File: config.mk
export PLATFORM = sky130hd
export DESIGN_NAME = evt_irq_unit
export DESIGN_NICKNAME = d
export VERILOG_FILES = /design/src/rtl/eiu_pkg.sv /design/src/rtl/eiu_flags.sv /design/src/rtl/eiu_ctrl.sv /design/src/rtl/eiu_vector.sv /design/src/rtl/evt_irq_unit.sv
export SDC_FILE = /design/constraint.sdc
export NUM_CORES = 1
export LEC_CHECK = 0
export CELL_PAD_IN_SITES_DETAIL_PLACEMENT = 2
export CELL_PAD_IN_SITES_GLOBAL_PLACEMENT = 2
export CORE_MARGIN = 5
export CORE_UTILIZATION = 18
export DETAILED_ROUTE_END_ITERATION = 6
export PLACE_DENSITY_LB_ADDON = 0.1
export SETUP_SLACK_MARGIN = 0.2
export SYNTH_ARGS = -nofsm -noshare
export SYNTH_HDL_FRONTEND = slang
export SYNTH_SLANG_ARGS = --single-unit
File: constraint.sdc
create_clock -name clk -period 1.5 [get_ports clk]
set_input_delay 0.15 -clock clk [delete_from_list [all_inputs] [get_ports clk]]
set_output_delay 0.15 -clock clk [all_outputs]
set_load 0.02 [all_outputs]
File: src/rtl/eiu_pkg.sv
package eiu_pkg;
  localparam int VEC_W = 16;

  // One-based position of the lowest set bit, zero when none.
  function automatic logic [VEC_W-1:0] lowest_one_based(input logic [VEC_W-1:0] v);
    logic [VEC_W-1:0] r;
    r = '0;
    for (int i = VEC_W - 1; i >= 0; i--) begin
      if (v[i]) r = VEC_W'(i + 1);
    end
    return r;
  endfunction

  // Turn a one-based position back into a one-hot clear mask.
  function automatic logic [VEC_W-1:0] onehot_from_index(input logic [VEC_W-1:0] idx);
    logic [VEC_W-1:0] r;
    r = '0;
    for (int i = 0; i < VEC_W; i++) begin
      if (idx == VEC_W'(i + 1)) r[i] = 1'b1;
    end
    return r;
  endfunction
endpackage

File: src/rtl/eiu_flags.sv
module eiu_flags #(
  parameter int          DATA_W    = 16,
  parameter logic [15:0] FLAG_IMPL = 16'h8E1E
) (
  input  logic              clk,
  input  logic              rst,
  input  logic [DATA_W-1:0] set_i,
  input  logic [DATA_W-1:0] clr_i,
  output logic [DATA_W-1:0] flags_q
);
  for (genvar b = 0; b < DATA_W; b++) begin : g_bit
    if (FLAG_IMPL[b]) begin : g_flop
      always_ff @(posedge clk) begin
        if (rst)           flags_q[b] <= 1'b0;
        else if (set_i[b]) flags_q[b] <= 1'b1;
        else if (clr_i[b]) flags_q[b] <= 1'b0;
      end
    end else begin : g_tie
      assign flags_q[b] = 1'b0;
      wire unused_b = set_i[b] | clr_i[b];
    end
  end
endmodule

File: src/rtl/eiu_ctrl.sv
module eiu_ctrl #(
  parameter int EN_W    = 5,
  parameter int RX_FLAG = 3,
  parameter int TX_FLAG = 4
) (
  input  logic            clk,
  input  logic            rst,
  input  logic            wr_mask,
  input  logic            wr_dma,
  input  logic [EN_W-1:0] mask_wdata,
  input  logic            rx_en_wdata,
  input  logic            tx_en_wdata,
  output logic [EN_W-1:0] mask_q,
  output logic            rx_en_q,
  output logic            tx_en_q
);
  logic [EN_W-1:0] dma_strip;

  always_comb begin
    dma_strip = '1;
    if (rx_en_wdata) dma_strip[RX_FLAG] = 1'b0;
    if (tx_en_wdata) dma_strip[TX_FLAG] = 1'b0;
  end

  always_ff @(posedge clk) begin
    if (rst) begin
      mask_q  <= '0;
      rx_en_q <= 1'b0;
      tx_en_q <= 1'b0;
    end else if (wr_mask) begin
      mask_q <= mask_wdata;
    end else if (wr_dma) begin
      rx_en_q <= rx_en_wdata;
      tx_en_q <= tx_en_wdata;
      mask_q  <= mask_q & dma_strip;
    end
  end
endmodule

File: src/rtl/eiu_vector.sv
module eiu_vector #(
  parameter int DATA_W = 16,
  parameter int EN_W   = 5
) (
  input  logic [DATA_W-1:0] flags,
  input  logic [EN_W-1:0]   mask,
  input  logic              ack,
  output logic [DATA_W-1:0] vec_idx,
  output logic [DATA_W-1:0] clr
);
  import eiu_pkg::*;
  logic [DATA_W-1:0] pending;

  assign pending = {{(DATA_W-EN_W){1'b0}}, flags[EN_W-1:0] & mask};
  assign vec_idx = lowest_one_based(pending);
  assign clr     = ack ? onehot_from_index(vec_idx) : '0;

  wire unused_hi = |flags[DATA_W-1:EN_W];
endmodule

File: src/rtl/evt_irq_unit.sv
module evt_irq_unit #(
  parameter int          DATA_W     = 16,
  parameter int          ADDR_W     = 3,
  parameter int          EN_W       = 5,
  parameter logic [15:0] ID_VALUE   = 16'h0021,
  parameter logic [15:0] FLAG_IMPL  = 16'h8E1E,
  parameter int          BUSY_POS   = 12,
  parameter int          RX_FLAG    = 3,
  parameter int          TX_FLAG    = 4,
  parameter int          RXDMA_POS  = 15,
  parameter int          TXDMA_POS  = 7,
  parameter int          OFS_ID     = 0,
  parameter int          OFS_MASK   = 1,
  parameter int          OFS_STATUS = 2,
  parameter int          OFS_VECTOR = 3,
  parameter int          OFS_DMA    = 4
) (
  input  logic              clk,
  input  logic              rst,
  input  logic [ADDR_W-1:0] reg_addr,
  input  logic              reg_wr,
  input  logic              reg_rd,
  input  logic [DATA_W-1:0] reg_wdata,
  output logic [DATA_W-1:0] reg_rdata,
  input  logic [DATA_W-1:0] evt_set,
  input  logic              bus_busy,
  output logic              irq,
  output logic              rx_dma_req,
  output logic              tx_dma_req
);
  localparam logic [ADDR_W-1:0] A_ID  = ADDR_W'(OFS_ID);
  localparam logic [ADDR_W-1:0] A_MSK = ADDR_W'(OFS_MASK);
  localparam logic [ADDR_W-1:0] A_ST  = ADDR_W'(OFS_STATUS);
  localparam logic [ADDR_W-1:0] A_VEC = ADDR_W'(OFS_VECTOR);
  localparam logic [ADDR_W-1:0] A_DMA = ADDR_W'(OFS_DMA);

  // Named internal events, brought out for the bound checker
  logic [DATA_W-1:0] status_q;
  logic [EN_W-1:0]   mask_q;
  logic              dma_rx_en;
  logic              dma_tx_en;
  logic [DATA_W-1:0] vec_idx;
  logic [DATA_W-1:0] vec_clr;
  logic              vec_ack;
  logic              wr_mask;
  logic              wr_dma;

  assign vec_ack = reg_rd && (reg_addr == A_VEC);
  assign wr_mask = reg_wr && (reg_addr == A_MSK);
  assign wr_dma  = reg_wr && (reg_addr == A_DMA);

  eiu_flags #(.DATA_W(DATA_W), .FLAG_IMPL(FLAG_IMPL)) u_flags (
    .clk(clk), .rst(rst), .set_i(evt_set), .clr_i(vec_clr), .flags_q(status_q)
  );

  eiu_ctrl #(.EN_W(EN_W), .RX_FLAG(RX_FLAG), .TX_FLAG(TX_FLAG)) u_ctrl (
    .clk(clk), .rst(rst), .wr_mask(wr_mask), .wr_dma(wr_dma),
    .mask_wdata(reg_wdata[EN_W-1:0]),
    .rx_en_wdata(reg_wdata[RXDMA_POS]), .tx_en_wdata(reg_wdata[TXDMA_POS]),
    .mask_q(mask_q), .rx_en_q(dma_rx_en), .tx_en_q(dma_tx_en)
  );

  eiu_vector #(.DATA_W(DATA_W), .EN_W(EN_W)) u_vec (
    .flags(status_q), .mask(mask_q), .ack(vec_ack),
    .vec_idx(vec_idx), .clr(vec_clr)
  );

  assign irq        = |(status_q[EN_W-1:0] & mask_q);
  assign rx_dma_req = dma_rx_en & status_q[RX_FLAG];
  assign tx_dma_req = dma_tx_en & status_q[TX_FLAG];

  always_comb begin
    reg_rdata = '0;
    case (reg_addr)
      A_ID:  reg_rdata = ID_VALUE;
      A_MSK: reg_rdata = {{(DATA_W-EN_W){1'b0}}, mask_q};
      A_ST: begin
        reg_rdata = status_q;
        reg_rdata[BUSY_POS] = bus_busy;
      end
      A_VEC: reg_rdata = vec_idx;
      A_DMA: begin
        reg_rdata[RXDMA_POS] = dma_rx_en;
        reg_rdata[TXDMA_POS] = dma_tx_en;
      end
      default: reg_rdata = '0;
    endcase
  end

  wire unused_wdata = &{1'b0, reg_wdata};
endmodule

==> results.md <==
* Clk buf depth at 2
* Fin. max-slew vios at 0
* Die Ht at 78.2 microns
* Crit-path max cell delay at 0.36 ns
* First-pass GRT wire length at 5930 microns
* Crit end category: output pin
* DP HPWL at around 2900 microns
* VDD IR max at 0.000244 V
* Fin crit period at 1.47 ns
* Reg clk slew, reported paths at 0.06 ns
* CTS Root Buffer Type: clkbuf_8
* DRC Markers at 0
* F_max at 679 MHz
* Post-Place Cells at between 200 and 250
* Crit-path max FO at 2
* Endpoints failing setup at 0
* RSZ-0062 raised after global routing: yes
* WHS at 0.445 ns
* Post-synthesis mux area share at 2.39%
* Ys flop type: dfxtp_1
* Ys Warns at 0
* Final core occ at about a third
* Core Area at 4440 sq um
* Run status: finished clean
* Critical Path Slowest Stage Cell: a222oi_1
* Worst-path cell chain: buf_6, a222oi_1, nor3_2, buf_4
* DR iter-0 viols at 24
* WP buf/inv at 2
* Die ar. at 6120 sq um
* Total power at a little over 0.001 W
* Complex-gate fraction of the synthesized area at 18.4%
* Clk sink count at 15
* I/O pins at between 50 and 60
* Setup ws final at 0.0273 ns
* DR vias at 1,020
* Final period util at 98.2%
* WL/cell at roughly 16 microns
* Vias in the first global route at 1,179
* Layout area overhead at 86.7%
* Synth Instances at approximately 110
* Post-synthesis simple-gate area fraction at 33.1%
* Post-synthesis sequential area ratio at 35.8%
* Clock latency on the worst-skew pair at roughly 0.26 ns
* Placer Congestion at 0.734
* TritonRoute pass-1 iters at 4
* Finished Layout Cells at 225
* GR Util All Layers at between 10% and 20%
* Min-delay worst type: input pin to flop
* Share of flip-flops with an asynchronous set or reset at 0%
* CTS tree: yes
* Fin nets at between 200 and 250
* Final hold violations at 0
* Setup crit start kind: flop
* Antenna Nets Post-Route at 0
* Register bit total from synthesis at 15
* Share of cells above drive strength 1 at a little over two fifths
* Post-Synth XOR/XNOR Area at 0%
* Syn Area/Cell at 7.76 sq um
* Via density at roughly 4.5
* Die X at 78.2 microns
* EDFF count, synth at 0
* Clock skew at 0.00421 ns
* Leak Pwr at ~0.69 nW
* Port-buffer cells at 37
* Core Rows at 24
* Largest net degree at the start of global routing at 16
* Synth unique cells at 26
* Largest family of logic cells by synthesized area: simple AND/OR/NAND/NOR gates
* Final wirelength at 3640 microns
* Adder-cell share of the synthesized area at 0%
* Critical path arrival at 1.32 ns
* PwrDens at 660 nW/um^2
* Worst path required time at 1.35 ns
* CP top delay family: compound AO/OA/AOI/OAI gates
* Cell Area, Synth at 838 sq um
* Cts bufs inserted at 3
* Hold_buf cts at 0
* CTS H-tree depth at 1
* ANT cells at 0
* Global route overflow at 0
* Initial antenna violation count at 0
* Dpl ws at -0.709 ns
* Initial Utilization at a little under a fifth
* Kind of critical path: flop to output pin
* Maxcap violations at 0
registers in the layout, summed over array words and instances, names as in the netlist:
name and cells:
u_ctrl.mask_q 5, u_flags.flags_q 8, u_ctrl.rx_en_q 1, u_ctrl.tx_en_q 1
through the flow:
step           TNS [ns]  cell area (sq um)
6_report              0               1570
2_1_floorplan         0                855
3_3_place_gp      -8.31               1430
3_5_place_dp      -9.13               1430
4_1_cts               0               1530
5_1_grt         -0.0659               1570
path summary, 6_finish.rpt:
path,startpoint,endpoint,slack (ns),cells after the start
max reg2reg,u_ctrl.mask_q[1],u_flags.flags_q[3],0.35,4
max,u_flags.flags_q[2],reg_rdata[0],0.03,4
min reg2reg,u_ctrl.mask_q[0],u_ctrl.mask_q[0],0.47,2
min,reg_wdata[1],u_ctrl.mask_q[1],0.44,3
what timing repair did:
| action | in CTS | in global routing |
|---|---|---|
| endpoints found under the setup margin | 25 | 12 |
| pin swaps | 8 | 5 |
| resized for setup | 95 | 21 |
| buffers inserted | 2 | 1 |
worst min-delay path, delay by kind of cell:
kind / cells / cell delay [ns]
AO/OA/AOI/OAI: 1 / 0.05
AND/OR/NAND/NOR: 1 / 0.06
buffers and inverters: 1 / 0.40
cell type report:
| type | count | area [sq um] |
|---|---|---|
| Tap cell | 52 | 65.1 |
| Clock buffer | 3 | 41.3 |
| Timing Repair Buffer | 66 | 576 |
| Inverter | 7 | 26.3 |
| Sequential cell | 15 | 317 |
| Fill cell | 505 | 2880 |
| Clock inverter | 1 | 5.00 |
| Multi-Input combinational cell | 81 | 536 |
layer usage:
layer,share of wire [%],vias up,GRT usage [%]
met3,3.5,9,2.97
met4,2.4,0,4.55
met5,0,-,0
met2,49,30,20.7
met1,45,486,15.4
li1,-,495,-
cells by family (layout without fill, tap and decap cells):
logic type,after synthesis,in the layout
AO/OA/AOI/OAI,22,22
buffers and inverters,15,77
flip-flops,15,15
multiplexers,2,2
other,1,4
AND/OR/NAND/NOR,53,53
cell usage in the layout, fill, tap and decap left out, types with 4 or more instances in the layout:
| master | Yosys | final |
|---|---|---|
| buf_4 | 5 | 25 |
| clkdlybuf4s50_1 | 0 | 19 |
| nor2_1 | 17 | 17 |
| nand2_1 | 11 | 11 |
| buf_6 | 1 | 11 |
| buf_2 | 0 | 8 |
| dfxtp_1 | 15 | 8 |
| and2_1 | 8 | 7 |
| a21oi_1 | 8 | 6 |
| inv_1 | 7 | 6 |
| a22oi_2 | 0 | 4 |
| conb_1 | 1 | 4 |
| dfxtp_2 | 0 | 4 |
where the power goes:
| group | internal [W] | switching, W |
|---|---|---|
| Clock | 0.000185 | 0.000162 |
| Combinational | 0.000138 | 0.000114 |
| Sequential | 0.000416 | 0.0000171 |
| Total | 0.000739 | 0.000293 |
cells in the mapped netlist (2+ instances only):
library cell / count / area (sq um)
and2_1: 8 / 50.1
buf_4: 5 / 37.5
mux2i_1: 2 / 20.0
a22oi_1: 5 / 37.5
dfxtp_1: 15 / 300
a21oi_1: 8 / 40.0
a311oi_1: 3 / 26.3
nor2_1: 17 / 63.8
and4b_1: 2 / 20.0
nand4bb_1: 2 / 22.5
nor2b_1: 2 / 12.5
nand2b_1: 2 / 12.5
clkbuf_1: 2 / 7.51
o211ai_1: 2 / 15.0
nand2_1: 11 / 41.3
nand3_1: 2 / 10.0
inv_1: 7 / 26.3
nor3_1: 5 / 25.0
No activity file was read; power rests on OpenSTA's default activity.
